[config.mk]
export PLATFORM = sky130hd
export DESIGN_NAME = rxqMonitor
export DESIGN_NICKNAME = d
export VERILOG_FILES = /design/src/rtl/rxqMonPkg.sv /design/src/rtl/rxqMonCtrl.sv /design/src/rtl/rxqMonDatapath.sv /design/src/rtl/rxqMonitor.sv
export SDC_FILE = /design/constraint.sdc
export NUM_CORES = 1
export LEC_CHECK = 0
export ABC_CLOCK_PERIOD_IN_PS = 2530
export BUFFER_PORTS_ARGS = -buffer_cell sky130_fd_sc_hd__buf_4
export CORE_AREA = 5 5 42 44
export CTS_CLUSTER_SIZE = 14
export DETAILED_ROUTE_END_ITERATION = 10
export DIE_AREA = 0 0 47 49
export PLACE_DENSITY = 0.57
export SLEW_MARGIN = 20
export SYNTH_ARGS = -nofsm -noshare
export SYNTH_HDL_FRONTEND = slang
export SYNTH_SLANG_ARGS = --single-unit
[constraint.sdc]
create_clock -name clk -period 2.53 [get_ports clk]
set_input_delay 0.759 -clock clk [delete_from_list [all_inputs] [get_ports clk]]
set_output_delay 0.759 -clock clk [all_outputs]
set_load 0.05 [all_outputs]
[src/rtl/rxqMonPkg.sv]
package rxqMonPkg;

  // Strobes sent from the control to the datapath once per cycle
  typedef struct packed {
    logic timerClear;    // restart the idle counter at zero
    logic timerAdvance;  // count one idle character time
  } tmrCtl_t;

  // Threshold table, indexed by the two-bit select
  function automatic int unsigned selToThreshold(input logic [1:0] sel);
    case (sel)
      2'd0:    return 1;
      2'd1:    return 4;
      2'd2:    return 8;
      default: return 14;
    endcase
  endfunction

endpackage

[src/rtl/rxqMonCtrl.sv]
module rxqMonCtrl
  import rxqMonPkg::*;
(
  input  logic    fifoEn,
  input  logic    pushStb,
  input  logic    popStb,
  input  logic    charTick,
  input  logic    queueEmpty,
  input  logic    timerFull,
  output tmrCtl_t tmrCtl
);

  always_comb begin
    // Any restart condition wins over a tick in the same cycle
    tmrCtl.timerClear   = !fifoEn || queueEmpty || pushStb || popStb;
    tmrCtl.timerAdvance = charTick && !timerFull && !tmrCtl.timerClear;
  end

endmodule

[src/rtl/rxqMonDatapath.sv]
module rxqMonDatapath
  import rxqMonPkg::*;
#(
  parameter int CNT_W      = 5,
  parameter int IDLE_CHARS = 4
) (
  input  logic             clk,
  input  logic             rstN,
  input  logic [CNT_W-1:0] fifoCount,
  input  logic [1:0]       trigSel,
  input  logic             fifoEn,
  input  tmrCtl_t          tmrCtl,
  output logic             queueEmpty,
  output logic             timerFull,
  output logic             dataAvail
);

  localparam int TMR_W = $clog2(IDLE_CHARS + 1);
  localparam logic [TMR_W-1:0] TMR_LAST = TMR_W'(IDLE_CHARS);

  logic [CNT_W-1:0] threshold;
  logic [TMR_W-1:0] idleCnt;

  // In holding-register mode a single byte is enough
  always_comb begin
    if (fifoEn) threshold = CNT_W'(selToThreshold(trigSel));
    else        threshold = CNT_W'(1);
  end

  assign queueEmpty = (fifoCount == '0);
  assign dataAvail  = (fifoCount >= threshold);
  assign timerFull  = (idleCnt == TMR_LAST);

  // The counter saturates at IDLE_CHARS
  always_ff @(posedge clk or negedge rstN) begin
    if (!rstN)                   idleCnt <= '0;
    else if (tmrCtl.timerClear)  idleCnt <= '0;
    else if (tmrCtl.timerAdvance) idleCnt <= idleCnt + TMR_W'(1);
  end

endmodule

[src/rtl/rxqMonitor.sv]
module rxqMonitor
  import rxqMonPkg::*;
#(
  parameter int DEPTH      = 16,
  parameter int IDLE_CHARS = 4,
  localparam int CNT_W     = $clog2(DEPTH + 1)
) (
  input  logic             clk,
  input  logic             rstN,
  input  logic [CNT_W-1:0] fifoCount,
  input  logic             pushStb,
  input  logic             popStb,
  input  logic [1:0]       trigSel,
  input  logic             fifoEn,
  input  logic             charTick,
  output logic             dataAvail,
  output logic             charTimeout
);

  tmrCtl_t tmrCtl;
  logic    queueEmpty;
  logic    timerFull;

  rxqMonCtrl u_ctrl (
    .fifoEn     (fifoEn),
    .pushStb    (pushStb),
    .popStb     (popStb),
    .charTick   (charTick),
    .queueEmpty (queueEmpty),
    .timerFull  (timerFull),
    .tmrCtl     (tmrCtl)
  );

  rxqMonDatapath #(
    .CNT_W      (CNT_W),
    .IDLE_CHARS (IDLE_CHARS)
  ) u_dp (
    .clk        (clk),
    .rstN       (rstN),
    .fifoCount  (fifoCount),
    .trigSel    (trigSel),
    .fifoEn     (fifoEn),
    .tmrCtl     (tmrCtl),
    .queueEmpty (queueEmpty),
    .timerFull  (timerFull),
    .dataAvail  (dataAvail)
  );

  assign charTimeout = timerFull;

endmodule

==> results.json, run 1 <==
{
  "post-route-period-util_pct": 97.9,
  "htreeDepth": 1,
  "leakage_nw": 0.257,
  "startpoint_type": "input pin",
  "num-nets-final": 76,
  "crit_chain": "buf_6 -> o21ai_2 -> ha_1 -> nand2b_4 -> a21oi_2 -> o21ai_2 -> buf_6",
  "hold_violations": 0,
  "max_freq_mhz": 404,
  "num_vias": 324,
  "fin_setup_tns_ns": 0,
  "crit_required_ns": 1.77,
  "synth_nets": 53,
  "grt_antenna_before_repair": 0,
  "vdd_drop_max_mv": 0.150,
  "ant_nets": 0,
  "cts_root_buf": "clkbuf_4",
  "ys_top_cells_by_area": "dfrtp_1, ha_1, nand2_1",
  "cts_tree": "yes",
  "final_common_cell": "buf_4",
  "start_util_pct": 21.0,
  "hpwl_um": 604,
  "hold_slack_ns": 0.307,
  "ys_ff_latch": 3,
  "drv.max_cap_violation_count": 0,
  "dr.pass1.iters": 1,
  "reg.largest.list": "u_dp.idleCnt (3)",
  "grt_pass1_wl_mm": 1.32,
  "power.density_nw_per_um2": 361,
  "overflow": 0,
  "slowest_stage": "ha_1",
  "die_y_um": 49,
  "boundaryPins": 15,
  "path_buf_inv": 2,
  "clock_sinks": 3,
  "port_buffers": 14,
  "path_clk_slew_ns": 0.04,
  "cp.arrival_ns": 1.72,
  "yosysSeqAreaShare_pct": 25.5,
  "drt_first_iter_violations": 0,
  "cp_top_family": "compound AO/OA/AOI/OAI gates",
  "drc": 0,
  "status": "finished clean",
  "core_sq_um": 1400,
  "mappedNetlistArea_sq_um": 294,
  "finalMaxSlewViolations": 0,
  "worst-slew-pin-transition_ns": 0.241,
  "ys_warn_count": 0,
  "worstSetupPathType": "in -> out",
  "wirelength_um": 816,
  "synth_top_cell_area_share_pct": 25.5,
  "design_area_sq_um": 552,
  "gp_congestion": 0.672,
  "num-fill-cells": 151,
  "fp-row-count": 14,
  "end_kind": "output pin",
  "synth_area_leader_cell": "dfrtp_1",
  "crit_fanout": 2,
  "avgSynthCellArea_sq_um": 8.65,
  "wl_per_cell_um": 11.3,
  "place_area_sq_um": 453,
  "area_delta_synth_final_pct": 87.7,
  "drive_above_1_share_pct": 58.9,
  "die_x_um": 47,
  "synthCells": 34,
  "clk_latency_ns": 0.23,
  "yosysUniqueCellTypes": 18,
  "num_antenna_cells": 0,
  "largest_reg_flops": 3,
  "largest-register": "u_dp.idleCnt",
  "dieArea_sq_um": 2300,
  "holdCritPathClass": "in -> async",
  "grt_pass1_vias": 382,
  "setup_violations": 0,
  "slowest_delay_ns": 0.24,
  "avgViaCountPerCell": 4.50,
  "clockBufferDepth": 2,
  "rsz0062_at_grt": "no",
  "max_slew_margin_pct": 83.9,
  "skew_ns": 0.00218,
  "cts_made_buffers": 3,
  "final_cell_mix": "buf_4, ha_1, buf_6",
  "grt_use_total_pct": 7.83,
  "grt_start_max_net_pins": 5,
  "period_minus_slack_ns": 2.48
}
metal layers:
layer  share of wire [%]  global-route usage (%)  routed length (um)  up-vias
met4                 2.3                    6.91                  19        0
met3                 8.3                    1.11                  68        2
li1                    -                       -                   -      161
met5                   0                       0                   0        -
met1                  32                    6.62                 259      146
met2                  57                    14.3                 469       15
per-stage QoR:
| step | std cells | worst slack (ns) | utilization (%) | power (mW) |
|---|---|---|---|---|
| 5_1_grt | 72 | 0.00181 | 39.4 | 0.214 |
| 4_1_cts | 72 | 0.00146 | 35.1 | 0.191 |
| 6_report | 72 | 0.0521 | 39.4 | 0.199 |
| 3_3_place_gp | 68 | -0.0887 | 32.3 | 0.0996 |
| 2_1_floorplan | 34 | 0.0605 | - | 0.0719 |
| 3_5_place_dp | 68 | -0.0955 | 32.3 | 0.0998 |
logic make-up after synthesis:
kind of cell / after synthesis / synth area share [%]
AO/OA/AOI/OAI: 8 / 17.9
XOR/XNOR: 1 / 2.98
adder cells (fa/ha/maj): 6 / 25.5
buffers and inverters: 3 / 3.83
flip-flops: 3 / 25.5
multiplexers: 1 / 3.40
AND/OR/NAND/NOR: 12 / 20.9
path summary, 6_finish.rpt:
check / slack, ns / depth (start not counted) / end / startpoint
min in group clk: 0.56 / 2 / u_dp.idleCnt[1] / u_dp.idleCnt[1]
min reg2reg: 0.56 / 2 / u_dp.idleCnt[1] / u_dp.idleCnt[1]
max in group asynchronous: 2.13 / 1 / u_dp.idleCnt[0] / rstN
min: 0.31 / 1 / u_dp.idleCnt[2] / rstN
max reg2reg: 1.27 / 5 / u_dp.idleCnt[1] / u_dp.idleCnt[0]
max: 0.05 / 7 / dataAvail / trigSel[0]
final cells by class:
class                   count  area [sq um]  share of cell area [%]
repair buffers             18           150                    27.2
multi-input cells          28           269                    48.8
inverters                   3          11.3                    2.04
flip-flops and latches      3          75.1                    13.6
well taps                  16          20.0                    3.63
clock buffers               4          26.3                    4.76
power breakdown:
group,internal [mW],switching [mW]
combinational,0.0373,0.0297
clock,0.0590,0.0240
sequential,0.0488,0.000571
cell usage after synthesis:
library cell	n
dfrtp_1	3
a21oi_1	2
a21boi_1	1
or4_4	1
nand3_1	1
nand2b_1	1
o211ai_2	1
inv_1	3
o21ai_0	2
and2_1	1
mux2i_1	1
xnor2_1	1
a211oi_1	1
o21ai_1	1
ha_1	6
or2_2	1
nand2_1	4
nor2_1	3
repair_timing:
action,4_1_cts,5_1_grt
endpoints found under the hold margin,0,0
gates resized for setup,4,10
pin swaps,0,8
hold buffers,0,0
setup buffers,0,0
setup endpoints to repair,1,1
worst register-to-register path, stage by stage (launching register included):
cell and delay [ns]:
dfrtp_1 0.38, inv_1 0.06, ha_1 0.21, a21boi_1 0.22
mux2i_1 0.21, nor2_1 0.05
No activity file was read; power rests on OpenSTA's default activity.
==> run 2, diff against run 1 <==
--- a/config.mk
+++ b/config.mk
@@ -11,6 +11,7 @@
 export CTS_CLUSTER_SIZE = 14
 export DETAILED_ROUTE_END_ITERATION = 10
 export DIE_AREA = 0 0 47 49
+export MAX_ROUTING_LAYER = met4
 export PLACE_DENSITY = 0.57
 export SLEW_MARGIN = 20
 export SYNTH_ARGS = -nofsm -noshare
==> run 2 against run 1 <==
  * Via count unchanged
  * Count of clock-buffer cells in the layout stayed put
  * Combinational power is essentially flat
  * Largest cell class unchanged
  * Highest routed layer unchanged
==> results.json, run 2 (same netlist as run 1, synthesis figures left out) <==
{
  "clk_latency_ns": 0.23,
  "reg.largest.list": "u_dp.idleCnt (3)",
  "combPwrFrac_pct": 33.6,
  "pre_cts_slack_ns": -0.0955,
  "drc": 0,
  "grt_pass1_vias": 382,
  "regArea_sq_um": 75.1,
  "end_kind": "output pin",
  "startpoint_type": "input pin",
  "boundaryPins": 15,
  "die_x_um": 47,
  "start_util_pct": 21.0,
  "crit_fanout": 2,
  "grt_start_max_net_pins": 5,
  "area_delta_synth_final_pct": 87.7,
  "crit_start": "trigSel[0]",
  "hold_violations": 0,
  "hpwl_um": 604,
  "final_cell_mix": "buf_4, ha_1, buf_6",
  "clock_sinks": 3,
  "post-route-period-util_pct": 97.9,
  "largest_reg_flops": 3,
  "postCtsHoldBufs": 0,
  "avgViaCountPerCell": 4.50,
  "final_common_cell": "buf_4",
  "status": "finished clean",
  "leakage_nw": 0.257,
  "vdd_drop_max_mv": 0.150,
  "grt_use_total_pct": 8.03,
  "worstSetupPathType": "in -> out",
  "port_buffers": 14,
  "cp.arrival_ns": 1.72,
  "dieArea_sq_um": 2300,
  "grt_antenna_before_repair": 0,
  "design_area_sq_um": 552,
  "worst-slew-pin-transition_ns": 0.241,
  "cts_root_buf": "clkbuf_4",
  "htreeDepth": 1,
  "switching_share_pct": 27.2,
  "rsz0062_at_grt": "no",
  "holdCritPathClass": "in -> async",
  "finalMaxSlewViolations": 0,
  "place_area_sq_um": 453,
  "grt_pass1_wl_mm": 1.32,
  "reg2reg_slack_ns": 1.27,
  "final_util_pct": 39.4,
  "wl_per_cell_um": 11.3,
  "drive_above_1_share_pct": 58.9,
  "ant_nets": 0,
  "drv.max_cap_violation_count": 0,
  "max_slew_margin_pct": 83.9,
  "sequentialPowerShare_pct": 24.8,
  "cts_setup_buffers": 0,
  "cts_made_buffers": 3,
  "gp_congestion": 0.679,
  "num_vias": 324,
  "p_total_mw": 0.199,
  "overflow": 0,
  "skew_ns": 0.00218,
  "setup.worst_path.end": "dataAvail",
  "r2r.worst_path.cells": 5,
  "p_switching_mw": 0.0542,
  "max_freq_mhz": 404,
  "r2r_start": "u_dp.idleCnt[0]",
  "power_frac_clock_pct": 41.6,
  "crit_required_ns": 1.77,
  "worstReg2RegEnd": "u_dp.idleCnt[1]",
  "power.density_nw_per_um2": 361,
  "setup_violations": 0,
  "die_y_um": 49,
  "setup_ws_ns": 0.0522,
  "fp-row-count": 14,
  "num_antenna_cells": 0,
  "drt_first_iter_violations": 0,
  "core_sq_um": 1400,
  "dr.pass1.iters": 1,
  "cts_tree": "yes",
  "path_clk_slew_ns": 0.04,
  "wirelength_um": 816,
  "num-nets-final": 76,
  "period_minus_slack_ns": 2.48,
  "clockBufferDepth": 2,
  "largest-register": "u_dp.idleCnt",
  "num-fill-cells": 151,
  "internal_power_mw": 0.145,
  "multi_input_area_sq_um": 269
}
run 2: cell counts in the layout (fill, tap and decap cells not counted):
No cell type changed its count.
run 2: cell type report:
class | count | share of cell area (%)
multi-input combinational | 28 | 48.8
timing repair buffer | 18 | 27.2
sequential | 3 | 13.6
clock buffer | 4 | 4.76
tap | 16 | 3.63
inverter | 3 | 2.04
run 2: per-layer routing:
metal	up-vias	global-route usage, %	part of all wire (%)	wire length, um
li1	161	-	-	-
met1	146	6.84	32	265
met2	15	14.3	57	469
met3	2	0.738	7.6	62
met4	0	6.91	2.3	19
met5	-	-	0	0
run 2: worst min-delay path by stage:
stage          startpoint               to  slack [ns]
6_report             rstN  u_dp.idleCnt[2]        0.31
3_3_place_gp         rstN  u_dp.idleCnt[2]        0.55
5_1_grt              rstN  u_dp.idleCnt[1]        0.30
4_1_cts              rstN  u_dp.idleCnt[2]        0.30
2_1_floorplan        rstN  u_dp.idleCnt[0]        0.46
3_5_place_dp         rstN  u_dp.idleCnt[2]        0.55
run 2: power by group through the flow:
stage / sequential [mW] / clock (mW) / combinational [mW]
after floorplan: 0.0498 / 0 / 0.0221
after global placement: 0.0499 / 0 / 0.0497
after detailed placement: 0.0500 / 0 / 0.0498
after CTS: 0.0494 / 0.0873 / 0.0542
after global routing: 0.0494 / 0.0910 / 0.0732
final: 0.0494 / 0.0830 / 0.0670
run 2: critical path, stage by stage:
cell	delay [ns]
buf_6	0.09
o21ai_2	0.12
ha_1	0.24
nand2b_4	0.14
a21oi_2	0.14
o21ai_2	0.07
buf_6	0.16
run 2: through the flow:
| stage | hold slack, ns | TNS (ns) | instances |
|---|---|---|---|
| final | 0.307 | 0 | 72 |
| after global routing | 0.299 | 0 | 72 |
| after CTS | 0.300 | 0 | 72 |
| after detailed placement | 0.549 | -0.0955 | 68 |
| after global placement | 0.548 | -0.0887 | 68 |
| after floorplan | 0.463 | 0 | 34 |
run 2: what timing repair did:
item                       4_1_cts  5_1_grt
gates resized for setup          4       10
cloned                           0        0
setup endpoints to repair        1        1
pin swaps                        0        8
==> run 3, diff against run 2 <==
--- a/config.mk
+++ b/config.mk
@@ -8,11 +8,12 @@
 export ABC_CLOCK_PERIOD_IN_PS = 2530
 export BUFFER_PORTS_ARGS = -buffer_cell sky130_fd_sc_hd__buf_4
 export CORE_AREA = 5 5 42 44
+export CTS_BUF_LIST = sky130_fd_sc_hd__clkbuf_16
 export CTS_CLUSTER_SIZE = 14
 export DETAILED_ROUTE_END_ITERATION = 10
 export DIE_AREA = 0 0 47 49
 export MAX_ROUTING_LAYER = met4
-export PLACE_DENSITY = 0.57
+export PLACE_DENSITY_LB_ADDON = 0.12
 export SLEW_MARGIN = 20
 export SYNTH_ARGS = -nofsm -noshare
 export SYNTH_HDL_FRONTEND = slang
==> run 3 against run 2 <==
  * Clock skew grew 0.0013 ns
  * Cell count is 1.4% lower
  * Critical path depth is the same
  * Sequential share of layout area shrank 1.0 points
  * Largest power group unchanged
  * Register-to-register slack got worse by 0.02 ns
  * Critical path type unchanged
  * First-iteration DRC count is 4 higher
==> results.json, run 3 (same netlist as run 1, synthesis figures left out) <==
{
  "largest-register": "u_dp.idleCnt",
  "startpoint_type": "input pin",
  "holdCritPathClass": "in -> async",
  "clk_latency_ns": 0.22,
  "dr.pass1.iters": 4,
  "drv.max_cap_violation_count": 0,
  "reg.largest.list": "u_dp.idleCnt (3)",
  "max_freq_mhz": 405,
  "cts_root_buf": "clkbuf_16",
  "grt_antenna_before_repair": 0,
  "cts_made_buffers": 3,
  "core_sq_um": 1400,
  "path_clk_slew_ns": 0.03,
  "largest_reg_flops": 3,
  "ant_nets": 0,
  "globalRouteMet1Util_pct": 8.10,
  "gp_congestion": 0.746,
  "postCtsHoldBufs": 0,
  "boundaryPins": 15,
  "grt_use_total_pct": 7.86,
  "drt_first_iter_violations": 4,
  "period_minus_slack_ns": 2.47,
  "grt_pass1_vias": 340,
  "die_y_um": 49,
  "vdd_drop_max_mv": 0.366,
  "place_area_sq_um": 445,
  "drive_above_1_share_pct": 58.2,
  "skew_ns": 0.00350,
  "fin_cells": 71,
  "r2r.worst_path.cells": 5,
  "wirelength_um": 769,
  "setup_violations": 0,
  "leakage_nw": 0.278,
  "avgViaCountPerCell": 4.59,
  "max_slew_margin_pct": 82.5,
  "wl_per_cell_um": 10.8,
  "reg2reg_slack_ns": 1.25,
  "num-fill-cells": 152,
  "drc": 0,
  "fin_setup_tns_ns": 0,
  "num-nets-final": 75,
  "crit_required_ns": 1.77,
  "status": "finished clean",
  "clockBufferDepth": 2,
  "design_area_sq_um": 597,
  "crit_fanout": 2,
  "final_common_cell": "buf_4",
  "port_buffers": 14,
  "area_delta_synth_final_pct": 103,
  "htreeDepth": 1,
  "post-route-period-util_pct": 97.6,
  "num_antenna_cells": 0,
  "rsz0062_at_grt": "no",
  "cts_tree": "yes",
  "final_cell_mix": "buf_4, inv_1, ha_1",
  "hold_violations": 0,
  "die_x_um": 47,
  "dp.cells": 67,
  "dieArea_sq_um": 2300,
  "fp-row-count": 14,
  "finalMaxSlewViolations": 0,
  "clock_sinks": 3,
  "end_kind": "output pin",
  "gr-usage-met3_pct": 3.32,
  "overflow": 0,
  "grt_start_max_net_pins": 6,
  "worst-slew-pin-transition_ns": 0.262,
  "grt_pass1_wl_mm": 1.26,
  "grt.met2_usage_pct": 12.2,
  "start_util_pct": 21.0,
  "worstSetupPathType": "in -> out",
  "busiest_layer": "met2",
  "num_vias": 326,
  "cp.arrival_ns": 1.71,
  "power.density_nw_per_um2": 608,
  "final_util_pct": 42.6
}
run 3: stage by stage:
stage	total power, mW	hold WS, ns	worst slack, ns
3_5_place_dp	0.0995	0.554	-0.199
4_1_cts	0.357	0.319	0.00234
6_report	0.363	0.318	0.0605
3_3_place_gp	0.0973	0.538	-0.178
5_1_grt	0.378	0.316	0.0151
2_1_floorplan	0.0719	0.463	0.0605
run 3: worst max-delay path, stage by stage:
cell,delay [ns]
buf_4,0.12
o21ai_2,0.11
ha_1,0.24
nand2b_4,0.15
a21oi_4,0.12
o21ai_2,0.06
buf_6,0.15
run 3: final timing paths:
| kind | end | start |
|---|---|---|
| setup reg to reg | u_dp.idleCnt[1] | u_dp.idleCnt[0] |
| setup / recovery | dataAvail | trigSel[0] |
| min in group clk | u_dp.idleCnt[1] | u_dp.idleCnt[1] |
| hold reg to reg | u_dp.idleCnt[1] | u_dp.idleCnt[1] |
| max in group asynchronous | u_dp.idleCnt[1] | rstN |
| hold / removal | u_dp.idleCnt[2] | rstN |
run 3: final cells by class:
cell class	count	area [sq um]	area share, %
Clock inverter	1	3.75	0.629
Multi-Input combinational cell	28	277	46.3
Tap cell	16	20.0	3.35
Clock buffer	3	75.1	12.6
Inverter	3	11.3	1.89
Sequential cell	3	75.1	12.6
Timing Repair Buffer	17	135	22.6
run 3: repair_timing:
item / in CTS / in global routing
gates resized for setup: 6 / 7
endpoints found under the hold margin: 0 / 0
pin swaps: 2 / 1
setup endpoints to repair: 1 / 1
buffers inserted: 0 / 0
run 3: where the power goes:
| part | switching [mW] | internal, mW |
|---|---|---|
| combinational | 0.0299 | 0.0370 |
| clock | 0.0431 | 0.204 |
| sequential | 0.000488 | 0.0489 |
| total | 0.0735 | 0.290 |
run 3: routing by layer:
metal	wire [um]	part of all wire (%)	vias up
met5	0	0	-
met4	0	0	0
met3	52	6.8	0
met2	407	53	10
met1	308	40	156
li1	-	-	160
